==> src/rtl/xts_pkg.sv <==
package xts_pkg;

  typedef struct packed {
    logic       ok;
    logic [2:0] nx;
    logic       use_mod;
  } ways_dec_t;

  // codes 0..4: 2^c ways (c XOR bits); 8..10: 3*2^(c-8) ways
  function automatic ways_dec_t dec_ways(input logic [3:0] c);
    ways_dec_t d;
    d = '0;
    if (c <= 4'd4) begin
      d.ok = 1'b1;
      d.nx = c[2:0];
    end else if (c >= 4'd8 && c <= 4'd10) begin
      d.ok      = 1'b1;
      d.nx      = 3'(c - 4'd8);
      d.use_mod = 1'b1;
    end
    return d;
  endfunction

endpackage

==> src/rtl/xts_map_regs.sv <==
module xts_map_regs #(
  parameter int ADDR_W = 52,
  parameter int NMAP   = 4,
  localparam int SEL_W = (NMAP > 1) ? $clog2(NMAP) : 1
) (
  input  logic                          clk_i,
  input  logic                          rst_ni,
  input  logic                          we_i,
  input  logic [SEL_W-1:0]              sel_i,
  input  logic [ADDR_W-1:0]             data_i,
  output logic [NMAP-1:0][ADDR_W-1:0]   maps_o
);

  for (genvar i = 0; i < NMAP; i++) begin : g_map
    always_ff @(posedge clk_i or negedge rst_ni) begin
      if (!rst_ni)
        maps_o[i] <= '0;
      else if (we_i && (sel_i == SEL_W'(i)))
        maps_o[i] <= data_i;
    end
  end

endmodule

==> src/rtl/xts_addr_gen.sv <==
module xts_addr_gen #(
  parameter int ADDR_W  = 52,
  parameter int POS_W   = 4,
  parameter int ALIGN_W = 28,
  parameter int GMAX    = 6
) (
  input  logic [ADDR_W-1:0] addr_i,
  input  logic [ADDR_W-1:0] base_i,
  input  logic [ADDR_W-1:0] size_i,
  input  logic              pos_sel_i,
  input  logic [POS_W-1:0]  pos_i,
  input  logic [3:0]        gran_code_i,
  output logic [ADDR_W-1:0] eff_addr_o,
  output logic              gran_err_o,
  output logic              align_err_o
);

  logic [ADDR_W-1:0] step;

  // position p maps to base + p * (256 << g)
  assign step        = ADDR_W'(pos_i) << (5'd8 + 5'(gran_code_i));
  assign eff_addr_o  = pos_sel_i ? (base_i + step) : addr_i;
  assign gran_err_o  = (gran_code_i > 4'(GMAX));
  assign align_err_o = (|base_i[ALIGN_W-1:0]) | (|size_i[ALIGN_W-1:0]);

endmodule

==> src/rtl/xts_mod3.sv <==
module xts_mod3 #(
  parameter int W = 52
) (
  input  logic [W-1:0] val_i,
  output logic [1:0]   rem_o
);

  localparam int PW = W + (W % 2);
  localparam int ND = PW / 2;
  localparam int SW = $clog2(3 * ND + 1);
  localparam int NF = SW;

  logic [PW-1:0] padded;
  logic [SW-1:0] stage [NF+1];

  // 4 == 1 (mod 3): digit sum in base 4 keeps the remainder
  function automatic logic [SW-1:0] fold(input logic [SW-1:0] v);
    logic [SW:0]   vp;
    logic [SW-1:0] s;
    vp = {1'b0, v};
    s  = '0;
    for (int k = 0; k < SW; k += 2)
      s = s + SW'(vp[k +: 2]);
    return s;
  endfunction

  assign padded = PW'(val_i);

  always_comb begin
    logic [SW-1:0] acc;
    acc = '0;
    for (int k = 0; k < ND; k++)
      acc = acc + SW'(padded[2*k +: 2]);
    stage[0] = acc;
  end

  for (genvar f = 0; f < NF; f++) begin : g_fold
    assign stage[f+1] = fold(stage[f]);
  end

  assign rem_o = (stage[NF] == SW'(3)) ? 2'd0 : stage[NF][1:0];

endmodule

==> src/rtl/xts_index.sv <==
module xts_index
  import xts_pkg::*;
#(
  parameter int ADDR_W = 52,
  parameter int NMAP   = 4,
  parameter int IDX_W  = 4
) (
  input  logic [ADDR_W-1:0]           addr_i,
  input  logic [NMAP-1:0][ADDR_W-1:0] maps_i,
  input  logic [3:0]                  ways_code_i,
  input  logic [3:0]                  gran_code_i,
  output logic [IDX_W-1:0]            idx_o,
  output logic                        ways_err_o
);

  ways_dec_t         dec;
  logic [NMAP-1:0]   par;
  logic [NMAP-1:0]   xor_bits;
  logic [5:0]        cut;
  logic [ADDR_W-1:0] masked;
  logic [1:0]        rem;

  assign dec        = dec_ways(ways_code_i);
  assign ways_err_o = ~dec.ok;

  for (genvar i = 0; i < NMAP; i++) begin : g_par
    assign par[i]      = ^(addr_i & maps_i[i]);
    assign xor_bits[i] = par[i] & (3'(i) < dec.nx);
  end

  // upper field above ways code + granularity code + 256 B
  assign cut    = 6'(ways_code_i) + 6'(gran_code_i) + 6'd8;
  assign masked = addr_i & ({ADDR_W{1'b1}} << cut);

  xts_mod3 #(.W(ADDR_W)) u_mod3 (
    .val_i (masked),
    .rem_o (rem)
  );

  always_comb begin
    idx_o = IDX_W'(xor_bits);
    if (dec.use_mod)
      idx_o = idx_o | (IDX_W'(rem) << dec.nx);
  end

endmodule

==> src/rtl/xts_tgt_sel.sv <==
module xts_tgt_sel #(
  parameter int ADDR_W  = 52,
  parameter int NMAP    = 4,
  parameter int IDX_W   = 4,
  parameter int POS_W   = 4,
  parameter int ALIGN_W = 28,
  parameter int GMAX    = 6,
  localparam int SEL_W  = (NMAP > 1) ? $clog2(NMAP) : 1
) (
  input  logic              clk_i,
  input  logic              rst_ni,
  input  logic              lookup_i,
  input  logic [ADDR_W-1:0] addr_i,
  input  logic              pos_sel_i,
  input  logic [POS_W-1:0]  pos_i,
  input  logic [ADDR_W-1:0] win_base_i,
  input  logic [ADDR_W-1:0] win_size_i,
  input  logic [3:0]        ways_code_i,
  input  logic [3:0]        gran_code_i,
  input  logic              map_we_i,
  input  logic [SEL_W-1:0]  map_sel_i,
  input  logic [ADDR_W-1:0] map_data_i,
  output logic [IDX_W-1:0]  tgt_o,
  output logic              vld_o,
  output logic              err_o
);

  logic [NMAP-1:0][ADDR_W-1:0] maps;
  logic [ADDR_W-1:0]           eff_addr;
  logic                        gran_err, align_err, ways_err, cfg_err;
  logic [IDX_W-1:0]            idx;

  xts_map_regs #(.ADDR_W(ADDR_W), .NMAP(NMAP)) u_maps (
    .clk_i  (clk_i),
    .rst_ni (rst_ni),
    .we_i   (map_we_i),
    .sel_i  (map_sel_i),
    .data_i (map_data_i),
    .maps_o (maps)
  );

  xts_addr_gen #(
    .ADDR_W(ADDR_W), .POS_W(POS_W), .ALIGN_W(ALIGN_W), .GMAX(GMAX)
  ) u_agen (
    .addr_i      (addr_i),
    .base_i      (win_base_i),
    .size_i      (win_size_i),
    .pos_sel_i   (pos_sel_i),
    .pos_i       (pos_i),
    .gran_code_i (gran_code_i),
    .eff_addr_o  (eff_addr),
    .gran_err_o  (gran_err),
    .align_err_o (align_err)
  );

  xts_index #(.ADDR_W(ADDR_W), .NMAP(NMAP), .IDX_W(IDX_W)) u_idx (
    .addr_i      (eff_addr),
    .maps_i      (maps),
    .ways_code_i (ways_code_i),
    .gran_code_i (gran_code_i),
    .idx_o       (idx),
    .ways_err_o  (ways_err)
  );

  assign cfg_err = ways_err | gran_err | align_err;

  always_ff @(posedge clk_i or negedge rst_ni) begin
    if (!rst_ni) begin
      vld_o <= 1'b0;
      err_o <= 1'b0;
      tgt_o <= '0;
    end else begin
      vld_o <= lookup_i;
      err_o <= lookup_i & cfg_err;
      tgt_o <= (lookup_i && !cfg_err) ? idx : '0;
    end
  end

endmodule

==> config.mk <==
export PLATFORM = sky130hd
export DESIGN_NAME = xts_tgt_sel
export DESIGN_NICKNAME = d
export VERILOG_FILES = /design/src/rtl/xts_pkg.sv /design/src/rtl/xts_map_regs.sv /design/src/rtl/xts_addr_gen.sv /design/src/rtl/xts_mod3.sv /design/src/rtl/xts_index.sv /design/src/rtl/xts_tgt_sel.sv
export SDC_FILE = /design/constraint.sdc
export NUM_CORES = 1
export LEC_CHECK = 0
export ABC_AREA = 1
export BUFFER_PORTS_ARGS = -buffer_cell sky130_fd_sc_hd__buf_2
export CAP_MARGIN = 20
export CELL_PAD_IN_SITES_DETAIL_PLACEMENT = 2
export CELL_PAD_IN_SITES_GLOBAL_PLACEMENT = 2
export CORE_ASPECT_RATIO = 1.75
export CORE_MARGIN = 5
export CORE_UTILIZATION = 29
export DETAILED_ROUTE_END_ITERATION = 7
export PLACE_DENSITY_LB_ADDON = 0.1
export RECOVER_POWER = 50
export SETUP_SLACK_MARGIN = 0.05
export SYNTH_ARGS = -nofsm -noshare
export SYNTH_HDL_FRONTEND = slang
export SYNTH_SLANG_ARGS = --single-unit
==> constraint.sdc <==
create_clock -name clk_i -period 1.9 [get_ports clk_i]
set_clock_uncertainty 0.15 [all_clocks]
set_input_delay 0.19 -clock clk_i [delete_from_list [all_inputs] [get_ports clk_i]]
set_output_delay 0.19 -clock clk_i [all_outputs]
set_load 0.1 [all_outputs]
[Word level (Yosys, flattened, before mapping)]
Cells that the tools add are included.
Operators by class
  equal/unequal tests: 4
  shift operators: 3
  order comparisons: 8
  reductions and logical operators: 14
  muxes and demuxes: 7
  bitwise operators: 15
  $add $sub $neg: 51
Operator list (count)
  $and 52x52->52: 5
  $reduce_xor 52->1: 4
  $add 7x2->7: 20
  $reduce_or 28->1: 2
  $add 52x52->52: 1
  $mux 52: 1
  $shl 4x5->52: 1
  $shl 52x6->52 const A: 1
  $add 4x1->5 const B: 6
  $add 2x2->3: 8
  $add 3x1->4: 6
  $mux 4: 3
  $add 3x2->4: 2
  $add 6x2->7: 1
  $add 5x2->6: 1
  $add 6x4->6 const B: 1
  $logic_and 1x1->1: 6
  $lt 1x3->1 const A: 2
  $lt 2x3->1 const A: 2
  $add 4x1->5: 1
  $add 4x2->5: 1
  $add 4x4->5: 1
  $add 4x4->5 const A: 1
  $and 1x1->1: 5
  other kinds (17): 20
Word-level totals
  output and inout bits: 6
  word-level logic and storage cells: 109
  bits of input ports: 227
  flip-flop bits (word level): 214

[Logic depth before layout (Yosys ltp)]
Gate-level depths: netlist (run 1).
  depth after elaboration: 57
  mapped depth: 65
  gate-level depth less buffers: 64

[Modules after synthesis]
Synthesis (run 1) repeated with hierarchy kept, for this count alone.
Second synthesis, totals
  cells, all modules: 3623
  area total of the unflattened synthesis: 21604.5 um^2
By module, submodules not included
  xts_map_regs: cells each 922, sequential area each 5205.0 um^2, area an instance 8534.4 um^2, instances 1
  xts_index: cells each 1456, sequential area each 0.0 um^2, area an instance 6195.9 um^2, instances 1
  xts_addr_gen: cells each 1023, sequential area each 0.0 um^2, area an instance 4795.8 um^2, instances 1
  xts_mod3: cells each 204, sequential area each 0.0 um^2, area an instance 1870.5 um^2, instances 1
  xts_tgt_sel: cells each 18, sequential area each 150.1 um^2, area an instance 207.7 um^2, instances 1

[Worst setup path before layout (run 1)]
OpenSTA, ideal clock, no wires.
  path kind: input-to-reg
  start point: input gran_code_i[0]
  end point: register tgt_o[2]
  cell stages on the path: 57
  slack: -9371 ps
  setup time: 124 ps
  arrival time: 10997 ps
  data required time: 1626 ps
  buffers on the path: 1
  cells stage by stage: clkbuf_1 > mux2i_1 > nor2_1 > a31oi_1 > inv_1 > o21ai_0 > nor2_1 > ha_1 > nand2_1 > nor2_1 > nand2_1 > nor2_1 > nand2_1 > nand3b_1 > nand2_1 > nand2_2 > nand2_1 > a21oi_1 > (+21 left out) > xor2_1 > ha_1 > inv_1 > fa_1 > inv_1 > ha_1 > ha_1 > xnor2_1 > inv_1 > ha_1 > ha_1 > ha_1 > ha_1 > inv_1 > o21ai_0 > a21oi_1 > o211ai_1 > a21oi_1
Between the ends
  longest elaborated chain between the ends: 57
  elaborated cells between the ends (all ways): 68
  classes of those cells: add/sub: 50; order compare: 1; eq/ne: 1; shift: 3; mux: 4; bitwise: 6; reduce/logical: 3
RTL lines
  from (decl): RTL line xts_tgt_sel.sv:19  | input logic [3:0] gran_code_i,
  $add 4x4->5: RTL line xts_addr_gen.sv:21  | assign step = ADDR_W'(pos_i) << (5'd8 + 5'(gran_code_i));
  $shl 4x5->52: RTL line xts_addr_gen.sv:21
  $add 52x52->52: RTL line xts_addr_gen.sv:22  | assign eff_addr_o = pos_sel_i ? (base_i + step) : addr_i;
  $mux 52: RTL line xts_addr_gen.sv:22
  $and 52x52->52: RTL line xts_index.sv:33  | assign masked = addr_i & ({ADDR_W{1'b1}} << cut);
  $add 2x2->3: RTL line xts_mod3.sv:33  | acc = acc + SW'(padded[2*k +: 2]);
  $add 3x2->4: RTL line xts_mod3.sv:33
  $add 4x2->5: RTL line xts_mod3.sv:33
  (+41 left out)
  $add 3x1->4: RTL line xts_mod3.sv:23  | s = s + SW'(vp[k +: 2]);
  $add 4x1->5: RTL line xts_mod3.sv:23
  $eq 5x2->1: RTL line xts_mod3.sv:41  | assign rem_o = (stage[NF] == SW'(3)) ? 2'd0 : stage[NF][1:0];
  $mux 2: RTL line xts_mod3.sv:41
  $shl 2x3->4: RTL line xts_index.sv:43  | idx_o = idx_o | (IDX_W'(rem) << dec.nx);
  $or 4x4->4: RTL line xts_index.sv:43
  $mux 4: RTL line xts_index.sv:42  | if (dec.use_mod)
  $mux 4 *: RTL line xts_tgt_sel.sv:75  | tgt_o <= (lookup_i && !cfg_err) ? idx : '0;
  to (signal assigned): RTL line xts_tgt_sel.sv:75
  to (decl): RTL line xts_tgt_sel.sv:23  | output logic [IDX_W-1:0] tgt_o,
Every way passes the cells marked *; elsewhere a longest branch is shown, timed or not.
A chain may end at the register's enable or synchronous reset.

[Worst setup path after layout (run 1)]
  start point: input gran_code_i[0]
  end point: register tgt_o[3]
Same word-level chain as after synthesis.

==> results.txt, run 1 <==
Setup slack on the worst reg-to-reg path comes out at -1.15 ns. Max-cap violations in this run came to 0. For this design the ratio of total power to cell area is 2010 nW/um^2. The number of placed instances, taps included, is 4967. After clock tree synthesis, the clock-pin slew on the worst setup and hold paths is 0.07 ns. For the final standard cell area without fillers, the log shows 29500 sq um. For the pin with the worst max-slew slack, the measured transition is 0.918 ns. OpenSTA, run right after detailed placement, puts the worst setup slack at -9.96 ns. After detailed routing, the number of vias per cell comes to 5.00. The die covers 77400 sq um. The routed length per placed instance came out at 22.6 um. The run gives 0 as the diode insertion count for antenna repair. The share of the yosys chip area belonging to registers is 0.257, and the count of nets left with antenna violations after detail routing is 0. Setup violations remaining at the end of the flow were counted as 4. Leaving out filler cells and counting taps, the final layout contains 5124.

The overall track demand over capacity in global routing is 0.284. Setup repair after global routing could not meet its margin everywhere. In this run the critical register-to-register path is captured at tgt_o[0]. The logs give 0 for the warning count from the yosys run and 26400 sq um for the cell area after placement.

The biggest cell delay along the critical path came out at 0.56 ns. Before antenna repair, the detailed router went through 4 iterations. Share of Yosys cell area claimed by the top area cell type: 0.264. The library cell appearing most often on the critical path was fa_1. The number of buffers added by the clock tree synthesis step came out at 26.

The die is 212 um wide. The routed wire length is 116000 um, and the worst-path maximum fanout is 4. Counting every instance in the synthesized netlist gives 3456. The residual overflow from global routing was 0. Following the worst setup path forward leads to its endpoint at tgt_o[3].

The worst setup path is launched from a primary input. Entering global routing, the biggest net connects 68 pins. The clock passes through at most 3 buffers.

Data arrives at the worst endpoint at 11.43 ns. For the DRC violations left, the log shows 0. The number of pins exceeding their max-slew limit in the final report was 0; the final worst slack was -9.17 ns.

TritonCTS built the clock tree. For this design, the sink count on the clock tree is 214. The run gives 0.291 as the initial cell density of the core.

For this run, the top clock speed supported by timing is 90.4 MHz. The register bit total from synthesis was 214. Cell count of the worst reg-to-reg path: 22. The minimum clock period after layout was 11.07 ns; the height of the die was 364 um. The number of global-route vias before repair was 29600.

Number of H-tree levels: 1. nand2_1 takes more of the synthesized area than any other cell. The synthesized netlist occupies a cell area of 20800 sq um. The count of buffers added on input and output ports is 208. For the post-route core utilization, the log shows 0.412. The tools report the source-to-sink clock delay at the later pin of the worst-skew pair as 0.59 ns. The tree is rooted in a clkbuf_16. The layout cell share with drive strength beyond 1 came out at 0.276. The completed layout was analyzed and its total power is 59.3 mW. For the via count of the routed design, the log shows 25600. Launch point of the worst reg-to-reg path: u_maps.maps_o[0]. Initial antenna violation count: 1. Critical path's slowest cell: fa_1. The layout has 8776 filler cells. After the last flow step, the layout net total stands at 4529. The run finished, with violations left. The type of element capturing the critical path was a register.

The first-pass GRT wire length was 169000 um. Path type of the worst min-delay path: primary input to register. The final reports fail on setup timing. The leakage component of the power came out at 16.7 nW. Count of different cell masters after synthesis: 48. Summed over all nets, the half-perimeter wirelength after detailed placement is 92700 um.

The run gives 0.388 as the headroom to the max-slew limit. The run gives 2.26 ns as the worst path required time. In this run the worst setup path begins at gran_code_i[0].

The logs give 0 for the total count of hold-check failures in the final report and 4660 uV for the highest ir drop seen on vdd. The floorplan step defined a core boundary enclosing 71600 sq um. Row generation in the floorplan step produced 130 rows. The area growth from synthesis to layout is 41.9%. The weighted congestion at the end of routability-driven global placement was 0.956; the mean instance size in the synthesized netlist was 6.02 sq um. For this design the top-level I/O count stands at 233.

The kind of critical path was primary input to register. The detailed router finished its first iteration with 809 violations. By area the synthesized netlist is led by nand2_1 26%, dfrtp_1 26%, inv_1 9.5%, nand3_1 7.0%, o21ai_0 5.8%. Portion of the clock cycle consumed by the worst path in the final layout: 5.82.
per-layer routing:
layer | global-route usage | vias to the layer above | part of all wire
met2 | 0.578 | 422 | 0.55
met4 | 0.120 | 0 | 0.057
met3 | 0.0237 | 212 | 0.026
met5 | 0 | - | 0
li1 | - | 12100 | -
met1 | 0.289 | 12900 | 0.36
final cells by class:
cell class	instances	area, sq um	share of cell area
Clock buffer	40	805	0.0273
Clock inverter	6	114	0.00386
Inverter	555	2100	0.0711
Multi-Input combinational cell	2632	14500	0.491
Sequential cell	214	5360	0.181
Tap cell	924	1160	0.0392
Timing Repair Buffer	753	5510	0.187
worst min-delay path by stage:
stage                   start                 to  slack, ns  depth (start not counted)
6_report       win_size_i[27]              err_o       0.16                          6
5_1_grt        ways_code_i[0]           tgt_o[0]       0.15                          5
2_1_floorplan          rst_ni              err_o      -0.26                          0
4_1_cts                rst_ni  u_maps.maps_o[96]       0.05                          3
3_3_place_gp           rst_ni   u_maps.maps_o[0]      -0.06                          1
3_5_place_dp           rst_ni   u_maps.maps_o[0]      -0.06                          1
cells in the final DEF (no fill, tap or decap), types with 20 or more instances in the layout:
master,count
nand2_2,106
nand3_2,42
clkbuf_16,27
buf_4,458
ha_4,25
or2_2,44
buf_2,203
nand3_1,273
nand2_1,1368
xor2_1,24
dfrtp_1,214
nor2_4,26
dlygate4sd3_1,59
xnor2_1,28
inv_1,490
nand4_1,28
ha_1,37
a21oi_1,20
o21ai_0,224
nand2_4,21
nor2_2,28
nor2_1,124
a21oi_2,22
inv_2,54
fa_1,47
flip-flops by register name, indices dropped and copies added, names as in the netlist:
| name | cells |
|---|---|
| err_o | 1 |
| tgt_o | 4 |
| vld_o | 1 |
| u_maps.maps_o | 208 |
through the flow:
step / hold slack, ns / TNS, ns
after floorplan: -0.256 / -34.62
after global placement: -0.0634 / -39.26
after detailed placement: -0.0559 / -40.09
after CTS: 0.0548 / -35.36
after global routing: 0.147 / -38.09
final: 0.157 / -36.44
cell families (layout without fill, tap and decap cells):
family,Yosys count,count (layout),synth area share
compound gates,319,319,0.0805
simple gates,2117,2117,0.431
flops,214,214,0.257
xor+xnor,56,56,0.0236
other cells,1,17,0.000180
fa+ha+maj,120,120,0.0909
buf+inv,626,1354,0.114
mux,3,3,0.00150
repair_timing:
item                                    in CTS  in global routing
endpoints found under the hold margin      428                  0
setup buffers                               23                 27
hold buffers                                61                  0
pin swaps                                   61                 88
endpoints found under the setup margin       5                  6
gates resized for setup                    174                153
critical path, delay by kind of cell:
family	cells	cell delay, ns
adder cells (fa/ha/maj)	17	6.62
multiplexers	2	0.41
AND/OR/NAND/NOR	17	1.70
XOR/XNOR	3	0.56
AO/OA/AOI/OAI	7	1.23
buffers and inverters	8	0.70
synth_stat cells (all sizes together):
master	number
inv	548
conb	1
o21a	2
o211a	1
nand3	325
xnor2	29
a21o	3
and2	1
clkbuf	58
nor2	178
mux2i	2
nand4	28
xor2	27
o2111ai	1
nor3	14
nand3b	9
dfrtp	214
mux2	1
nand2	1495
a21oi	46
o21ai	245
or2	49
a21boi	4
ha	68
or4	1
a22oi	3
o21bai	4
clkinv	7
buf	13
nor4	16
nor3b	1
o211ai	8
fa	52
a31oi	2
power by group:
| part | total [mW] | switching [mW] | internal (mW) |
|---|---|---|---|
| clock | 5.57 | 2.26 | 3.31 |
| combinational | 48.0 | 25.7 | 22.3 |
| sequential | 5.74 | 0.474 | 5.27 |
| total | 59.3 | 28.5 | 30.9 |
No activity file was read; power rests on OpenSTA's default activity.
==> inputs of run 2 (changes only) <==
--- a/config.mk
+++ b/config.mk
@@ -13,9 +13,11 @@
 export CORE_ASPECT_RATIO = 1.75
 export CORE_MARGIN = 5
 export CORE_UTILIZATION = 29
+export CTS_BUF_LIST = sky130_fd_sc_hd__clkbuf_2 sky130_fd_sc_hd__clkbuf_4 sky130_fd_sc_hd__clkbuf_8
 export DETAILED_ROUTE_END_ITERATION = 7
 export PLACE_DENSITY_LB_ADDON = 0.1
 export RECOVER_POWER = 50
+export REMOVE_ABC_BUFFERS = 1
 export SETUP_SLACK_MARGIN = 0.05
 export SYNTH_ARGS = -nofsm -noshare
 export SYNTH_HDL_FRONTEND = slang
==> run 2 against run 1 <==
Effect of this change: the run still ends with setup timing left; global-route usage is 0.39 points lower; critical endpoint is now tgt_o[2]; non-clock buffer count is 23 higher; routed wire length down 0.58%; first-iteration DRC count fell by 1.4%; worst setup slack lost 0.27 ns; final area up 0.40%; largest power group unchanged.
==> results.txt, run 2 (same netlist as run 1, synthesis figures left out) <==
The run finished, with violations left. Violated checks: setup timing (unchanged). The reported max-cap violation count is 0 (unchanged), and the I/O pin count is 233 (unchanged).

The critical path's slowest cell is fa_2 (was fa_1). Cell family with the largest share of critical-path delay: adder cells (unchanged). The number of buffer and inverter stages on the critical path is 16 (was 8), and the slew at the pin closest to its max-slew limit is 1.04 ns (was 0.918 ns). The worst-path maximum fanout was 7 (was 4).

The clock transition at the registers of the reported paths was 0.07 ns (about the same); the count of nets left with antenna violations after detail routing was 0 (unchanged). The data arrival at the endpoint of the critical path is 11.69 ns (was 11.43 ns). Register ranked first by flip-flop count: u_maps.maps_o (unchanged). The via density per instance is 5.00 (about the same), and the first-pass GRT wire length is 167000 um (was 169000 um). The number of optimization iterations in the first detailed-route pass was 5 (was 4).

The minimum clock period after layout is 11.33 ns (was 11.07 ns). The layout cell share with drive strength beyond 1 is 0.289 (was 0.276), and the residual overflow from global routing is 0 (unchanged). Portion of the clock cycle consumed by the worst path in the final layout: 5.97 (was 5.82).

The number of violations reported at the end of detailed-routing iteration 0 is 798 (was 809). Kind of critical path: primary input to register (unchanged). The run gives 25900 (was 25600) as the via count of the routed design. The routed length per placed instance is 22.2 um (was 22.6 um). The horizontal extent of the die is 212 um (unchanged).

The total negative slack for setup checks was -37.45 ns (was -36.44 ns). The area growth from synthesis to final layout works out to 42.4% (was 41.9%). Commonest non-fill, non-tap cells in the layout: 1349 x nand2_1, 488 x inv_1, 471 x buf_4 (was 1368 x nand2_1, 490 x inv_1, 458 x buf_4). Number of pins exceeding their max-slew limit in the final report: 0 (unchanged). The setup slack after placement was -10.91 ns (was -9.96 ns). The logs give 0 (unchanged) for the total count of hold-check failures in the final report and 0.291 (unchanged) for the initial cell density of the core. The most common library cell in the layout ignoring fill and taps was nand2_1 (unchanged). Number of buffers added by the clock tree synthesis step: 39 (was 26). The logs give 14500 sq um (about the same) for the footprint of the multi-input gates and 5360 sq um (unchanged) for the area taken by flip-flops and latches.

The run gives 0.280 (was 0.284) as the overall track demand over capacity in global routing. The flip-flop count of the largest register after layout works out to 208 (unchanged). TritonCTS built the clock tree. The run gives 214 (unchanged) as the total number of clock tree sinks.

The path type of the worst min-delay path was primary input to register (unchanged). The weighted congestion at the end of routability-driven global placement was 0.949 (was 0.956); the timing-limited maximum frequency was 88.2 MHz (was 90.4 MHz). The count of buffers inserted at the top-level ports works out to 208 (unchanged). The placement row count came out at 130 (unchanged). The height of the die is 364 um (unchanged). The final worst slack is -9.43 ns (was -9.17 ns), and the source-to-sink clock delay at the later pin of the worst-skew pair is 0.65 ns (was 0.59 ns). The library cell appearing most often on the critical path is inv_2 (was fa_1). The initial antenna violation count is 3 (was 1). The highest ir drop seen on vdd is 3550 uV (was 4660 uV). The tools report the routed wire length as 115000 um (was 116000 um). For the number of global-route vias before repair, the log shows 29400 (was 29600).

Setup repair after global routing could not meet its margin everywhere. The logs give 0 (unchanged) for the DRC violations left and 4 (unchanged) for the number of failing setup endpoints in the final timing report. The biggest cell delay along the critical path came out at 0.60 ns (was 0.56 ns).

The logs give 3 (unchanged) for the maximum root-to-sink buffer count and 2 (was 1) for the number of H-tree levels. The run gives 16.8 nW (was 16.7 nW) as the leakage component of the power. For the fill cell instance count of the final layout, the log shows 8830 (was 8776). Type of element capturing the critical path: a register (unchanged). The tools report the category of the worst setup path launch point as a primary input (unchanged). The power density of the placed cells works out to 2150 nW/um^2 (was 2010 nW/um^2). Core footprint: 71600 sq um (unchanged). The run gives 0.310 (was 0.388) as the headroom to the max-slew limit. Die area: 77400 sq um (unchanged). The tools report the root buffer cell as clkbuf_8 (was clkbuf_16). The final net count came out at 4565 (was 4529). For the worst path required time, the log shows 2.26 ns (about the same).

Top flop regs: u_maps.maps_o (208), tgt_o (4) (unchanged). Largest net degree at the start of global routing: 50 (was 68). The total half-perimeter wirelength after legalization and detailed placement is 92100 um (was 92700 um).
[run 2: report_power, final]
part	total (mW)	switching (mW)	leakage, nW	internal [mW]
Clock	4.99	2.26	0.453	2.74
Sequential	5.78	0.509	2.68	5.27
Combinational	53.0	28.6	13.7	24.3
[run 2: timing repair]
action | CTS | global route
hold endpoints to repair | 428 | 6
resized for setup | 209 | 180
hold buffers | 60 | 1
setup endpoints to repair | 5 | 7
buffers inserted | 25 | 25
pin swaps | 78 | 88
[run 2: layout make-up]
class	count	share of cell area
multi-input combinational	2632	0.489
clock buffer	58	0.0244
timing repair buffer	776	0.192
antenna	1	0.0000844
tap	924	0.0390
clock inverter	12	0.00443
sequential	214	0.181
inverter	555	0.0705
[run 2: final timing paths]
| check | slack, ns | from | end | cells past startpoint |
|---|---|---|---|---|
| max in group asynchronous | 0.08 | rst_ni | u_maps.maps_o[89] | 3 |
| min in group asynchronous | 0.75 | rst_ni | tgt_o[3] | 3 |
| hold / removal | 0.10 | win_size_i[14] | err_o | 7 |
| hold reg to reg | 0.33 | u_maps.maps_o[28] | u_maps.maps_o[28] | 2 |
| setup reg to reg | -0.92 | u_maps.maps_o[0] | tgt_o[0] | 24 |
| setup / recovery | -9.43 | gran_code_i[0] | tgt_o[2] | 61 |
[run 2: tightest hold or removal path, stage by stage]
cell and delay [ns]:
buf_2 0.08, nor4_1 0.04, o2111ai_1 0.07, nor4_1 0.06, buf_4 0.17, buf_4 0.14, nor2_1 0.10
[run 2: per-stage QoR]
stage	instances	cell area, sq um	utilization	power, mW	hold slack, ns
2_1_floorplan	3401	20600	-	27.7	-0.256
3_3_place_gp	4991	26500	0.370	36.5	-0.0256
3_5_place_dp	4991	26500	0.370	37.8	-0.0194
4_1_cts	5146	28800	0.403	55.9	0.0233
5_1_grt	5172	29600	0.414	65.2	0.0777
6_report	5172	29600	0.414	63.7	0.102
[run 2: per-layer routing]
layer / part of all wire / vias up / wire length (um) / GRT usage
met2: 0.55 / 502 / 63500 / 0.567
met3: 0.029 / 268 / 3300 / 0.0274
met4: 0.067 / 4 / 7750 / 0.132
li1: - / 12200 / - / -
met1: 0.35 / 12900 / 40400 / 0.279
met5: 0.00029 / - / 33 / 0
==> inputs of run 3 (changes only) <==
--- a/config.mk
+++ b/config.mk
@@ -11,14 +11,13 @@
 export CELL_PAD_IN_SITES_DETAIL_PLACEMENT = 2
 export CELL_PAD_IN_SITES_GLOBAL_PLACEMENT = 2
 export CORE_ASPECT_RATIO = 1.75
-export CORE_MARGIN = 5
+export CORE_MARGIN = 2
 export CORE_UTILIZATION = 29
 export CTS_BUF_LIST = sky130_fd_sc_hd__clkbuf_2 sky130_fd_sc_hd__clkbuf_4 sky130_fd_sc_hd__clkbuf_8
 export DETAILED_ROUTE_END_ITERATION = 7
 export PLACE_DENSITY_LB_ADDON = 0.1
 export RECOVER_POWER = 50
 export REMOVE_ABC_BUFFERS = 1
-export SETUP_SLACK_MARGIN = 0.05
 export SYNTH_ARGS = -nofsm -noshare
 export SYNTH_HDL_FRONTEND = slang
 export SYNTH_SLANG_ARGS = --single-unit
==> run 3 against run 2 <==
Effect of this change: the run still ends with setup timing left; count of clock-buffer cells in the layout shrank 2; combinational power fell by 5.5%; sequential share of layout area is essentially flat; critical path depth rose by 2; register-to-register slack lost 0.07 ns; sequential power about the same; cell count shrank 0.23%; non-clock buffer count fell by 14; critical path type unchanged; critical endpoint unchanged; largest cell class unchanged; worst setup slack got worse by 0.12 ns.
==> results.txt, run 3 (same netlist as run 1, synthesis figures left out) <==
The internal cell power is 30.4 mW (was 32.3 mW). The number of violations reported at the end of detailed-routing iteration 0 was 951 (was 798); the count of buffers inserted at the top-level ports was 208 (unchanged). The launch point of the worst reg-to-reg path was u_maps.maps_o[104] (was u_maps.maps_o[0]). The residual overflow from global routing came out at 0 (unchanged).

The routed length per placed instance came out at 22.8 um (was 22.2 um). The data arrival at the endpoint of the critical path is 11.80 ns (was 11.69 ns). The share of total power in the clock network was 0.086 (was 0.078); the number of buffer and inverter stages on the critical path was 18 (was 16). The tools report the number of pins exceeding their max-slew limit in the final report as 0 (unchanged). The headroom to the max-slew limit is 0.456 (was 0.310), and the total count of hold-check failures in the final report is 0 (unchanged). The timing-limited maximum frequency is 87.3 MHz (was 88.2 MHz), and the cell depth of the worst min-delay path is 7 (unchanged).

Start point of the critical path: gran_code_i[0] (unchanged). The clock transition at the registers of the reported paths came out at 0.07 ns (about the same). The tools report the category of the worst setup path launch point as a primary input (unchanged). The height of the die works out to 358 um (was 364 um). The critical path's slowest cell is fa_1 (was fa_2). The core footprint came out at 71400 sq um (was 71600 sq um).

The overall track demand over capacity in global routing came out at 0.302 (was 0.280). Cell count of the worst reg-to-reg path: 18 (was 24). The setup slack after placement came out at -10.94 ns (was -10.91 ns). Area growth from synthesis to final layout: 42.7% (was 42.4%). The minimum clock period after layout works out to 11.45 ns (was 11.33 ns). The register ranked first by flip-flop count is u_maps.maps_o (unchanged).

The path type of the worst min-delay path was primary input to register (unchanged). Biggest cell delay along the critical path: 0.54 ns (was 0.60 ns). The hold path startpoint is win_base_i[16] (was win_size_i[14]).

The combinational cell fraction of total power came out at 0.820 (was 0.831). The switching fraction of total power came out at 0.502 (was 0.493). The reported max-cap violation count was 0 (unchanged); the flip-flop count of the largest register after layout was 208 (unchanged). The slew at the pin closest to its max-slew limit is 0.816 ns (was 1.04 ns), and the via count of the routed design is 26100 (was 25900). Power density of the placed cells: 2060 nW/um^2 (was 2150 nW/um^2). The number of optimization iterations in the first detailed-route pass is 5 (unchanged). Commonest non-fill, non-tap cells in the layout: 1352 x nand2_1, 480 x inv_1, 451 x buf_4 (was 1349 x nand2_1, 488 x inv_1, 471 x buf_4).

Layout cell share with drive strength beyond 1: 0.287 (was 0.289). The logs give 2.25 ns (was 2.26 ns) for the worst path required time and 39 (unchanged) for the number of buffers added by the clock tree synthesis step. TritonCTS built the clock tree.

The tools report the non-filler instance count after layout as 5160 (was 5172). The die area was 74000 sq um (was 77400 sq um); the final worst slack was -9.55 ns (was -9.43 ns). Most common library cell in the layout ignoring fill and taps: nand2_1 (unchanged). The logs give 4972 (was 4991) for the placed cell count and 3180 uV (was 3550 uV) for the highest ir drop seen on vdd. For the weighted congestion at the end of routability-driven global placement, the log shows 0.932 (was 0.949).

The run finished, with violations left. The leakage component of the power is 16.8 nW (about the same). The run gives 2 (unchanged) as the number of H-tree levels.

Cell family with the largest share of critical-path delay: adder cells (unchanged). The I/O pin count was 233 (unchanged); the via density per instance was 5.06 (was 5.00). The end of the worst register-to-register path is tgt_o[2] (was tgt_o[0]).

The run gives 0.65 ns (about the same) as the source-to-sink clock delay at the later pin of the worst-skew pair. The number of failing setup endpoints in the final timing report is 10 (was 4). Violated checks: setup timing (unchanged). Setup repair after global routing could not meet its margin everywhere.

The maximum root-to-sink buffer count is 3 (unchanged). The run gives 130 (unchanged) as the placement row count. Top flop regs: u_maps.maps_o (208), tgt_o (4) (unchanged). The tools report the total number of clock tree sinks as 214 (unchanged).

The run gives 0 (unchanged) as the count of nets left with antenna violations after detail routing. The tools report the initial antenna violation count as 2 (was 3). The part of the total power dissipated in sequential elements is 0.094 (was 0.091). The type of element capturing the critical path was a register (unchanged). Kind of critical path: primary input to register (unchanged).

The portion of the clock cycle consumed by the worst path in the final layout was 6.03 (was 5.97); the first-pass GRT wire length was 169000 um (was 167000 um). The net switching power of the design was 30.6 mW (was 31.4 mW); the horizontal extent of the die was 206 um (was 212 um). The tools report the sink of the worst hold path as err_o (unchanged). The worst-path maximum fanout works out to 7 (unchanged). The DRC violations left is 0 (unchanged), and the final net count is 4551 (was 4565). The run gives 0.291 (about the same) as the initial cell density of the core. The register-to-register setup slack was -0.99 ns (was -0.92 ns). The root buffer cell was clkbuf_8 (unchanged). The tools report the routed wire length as 118000 um (was 115000 um). The tools report the largest net degree at the start of global routing as 61 (was 50).

The number of global-route vias before repair is 29600 (was 29400). The logic depth of the worst setup path including buffers is 63 (was 61). The total half-perimeter wirelength after legalization and detailed placement was 90900 um (was 92100 um).
[run 3: area by class of cell]
cell class              count  area, sq um
multi-input cells        2632        14600
repair buffers            762         5610
fillers                  8669        41700
flip-flops and latches    214         5360
inverters                 555         2110
well taps                 924         1160
diodes                      1         2.50
clock buffers              56          727
clock inverters            16          169
[run 3: power by group through the flow]
stage          registers (mW)  logic, mW  clock network, mW
2_1_floorplan            5.67       22.0                  0
3_3_place_gp             5.76       30.2                  0
3_5_place_dp             5.82       31.1                  0
4_1_cts                  5.75       46.6               5.38
5_1_grt                  5.84       52.3               5.56
6_report                 5.75       50.1               5.24
[run 3: timing repair]
action,in CTS,in global routing
gates cloned,0,0
hold buffers,62,0
setup buffers,24,30
setup endpoints to repair,4,5
gates resized for setup,183,233
pin swaps,100,118
hold endpoints to repair,428,0
[run 3: per-layer routing]
metal / global-route usage / wire (um) / vias up
met5: 0 / 14 / -
met4: 0.167 / 9220 / 2
met3: 0.0298 / 3660 / 332
met2: 0.600 / 63500 / 625
met1: 0.299 / 41200 / 13000
li1: - / - / 12100
[run 3: worst min-delay path, stage by stage]
cell	delay, ns
buf_2	0.10
nor4_1	0.05
nand4_1	0.09
nor4_1	0.06
buf_4	0.18
buf_4	0.14
nor2_1	0.09
[run 3: how the worst max path moves through the flow]
stage / slack [ns] / to
after global routing: -9.87 / tgt_o[2]
after CTS: -9.09 / tgt_o[2]
after global placement: -10.42 / tgt_o[2]
after detailed placement: -10.94 / tgt_o[2]
after floorplan: -9.42 / tgt_o[2]
final: -9.55 / tgt_o[2]
[run 3: metrics by stage]
stage	hold WS (ns)	power [mW]	TNS, ns	util	area, sq um
global route	0.182	63.7	-40.14	0.416	29700
global placement	-0.0144	36.0	-41.91	0.370	26400
CTS	0.0651	57.7	-36.26	0.402	28700
finish	0.159	61.1	-38.58	0.416	29700
detailed placement	-0.00127	37.0	-44.04	0.370	26400
floorplan	-0.256	27.7	-128.88	-	20600
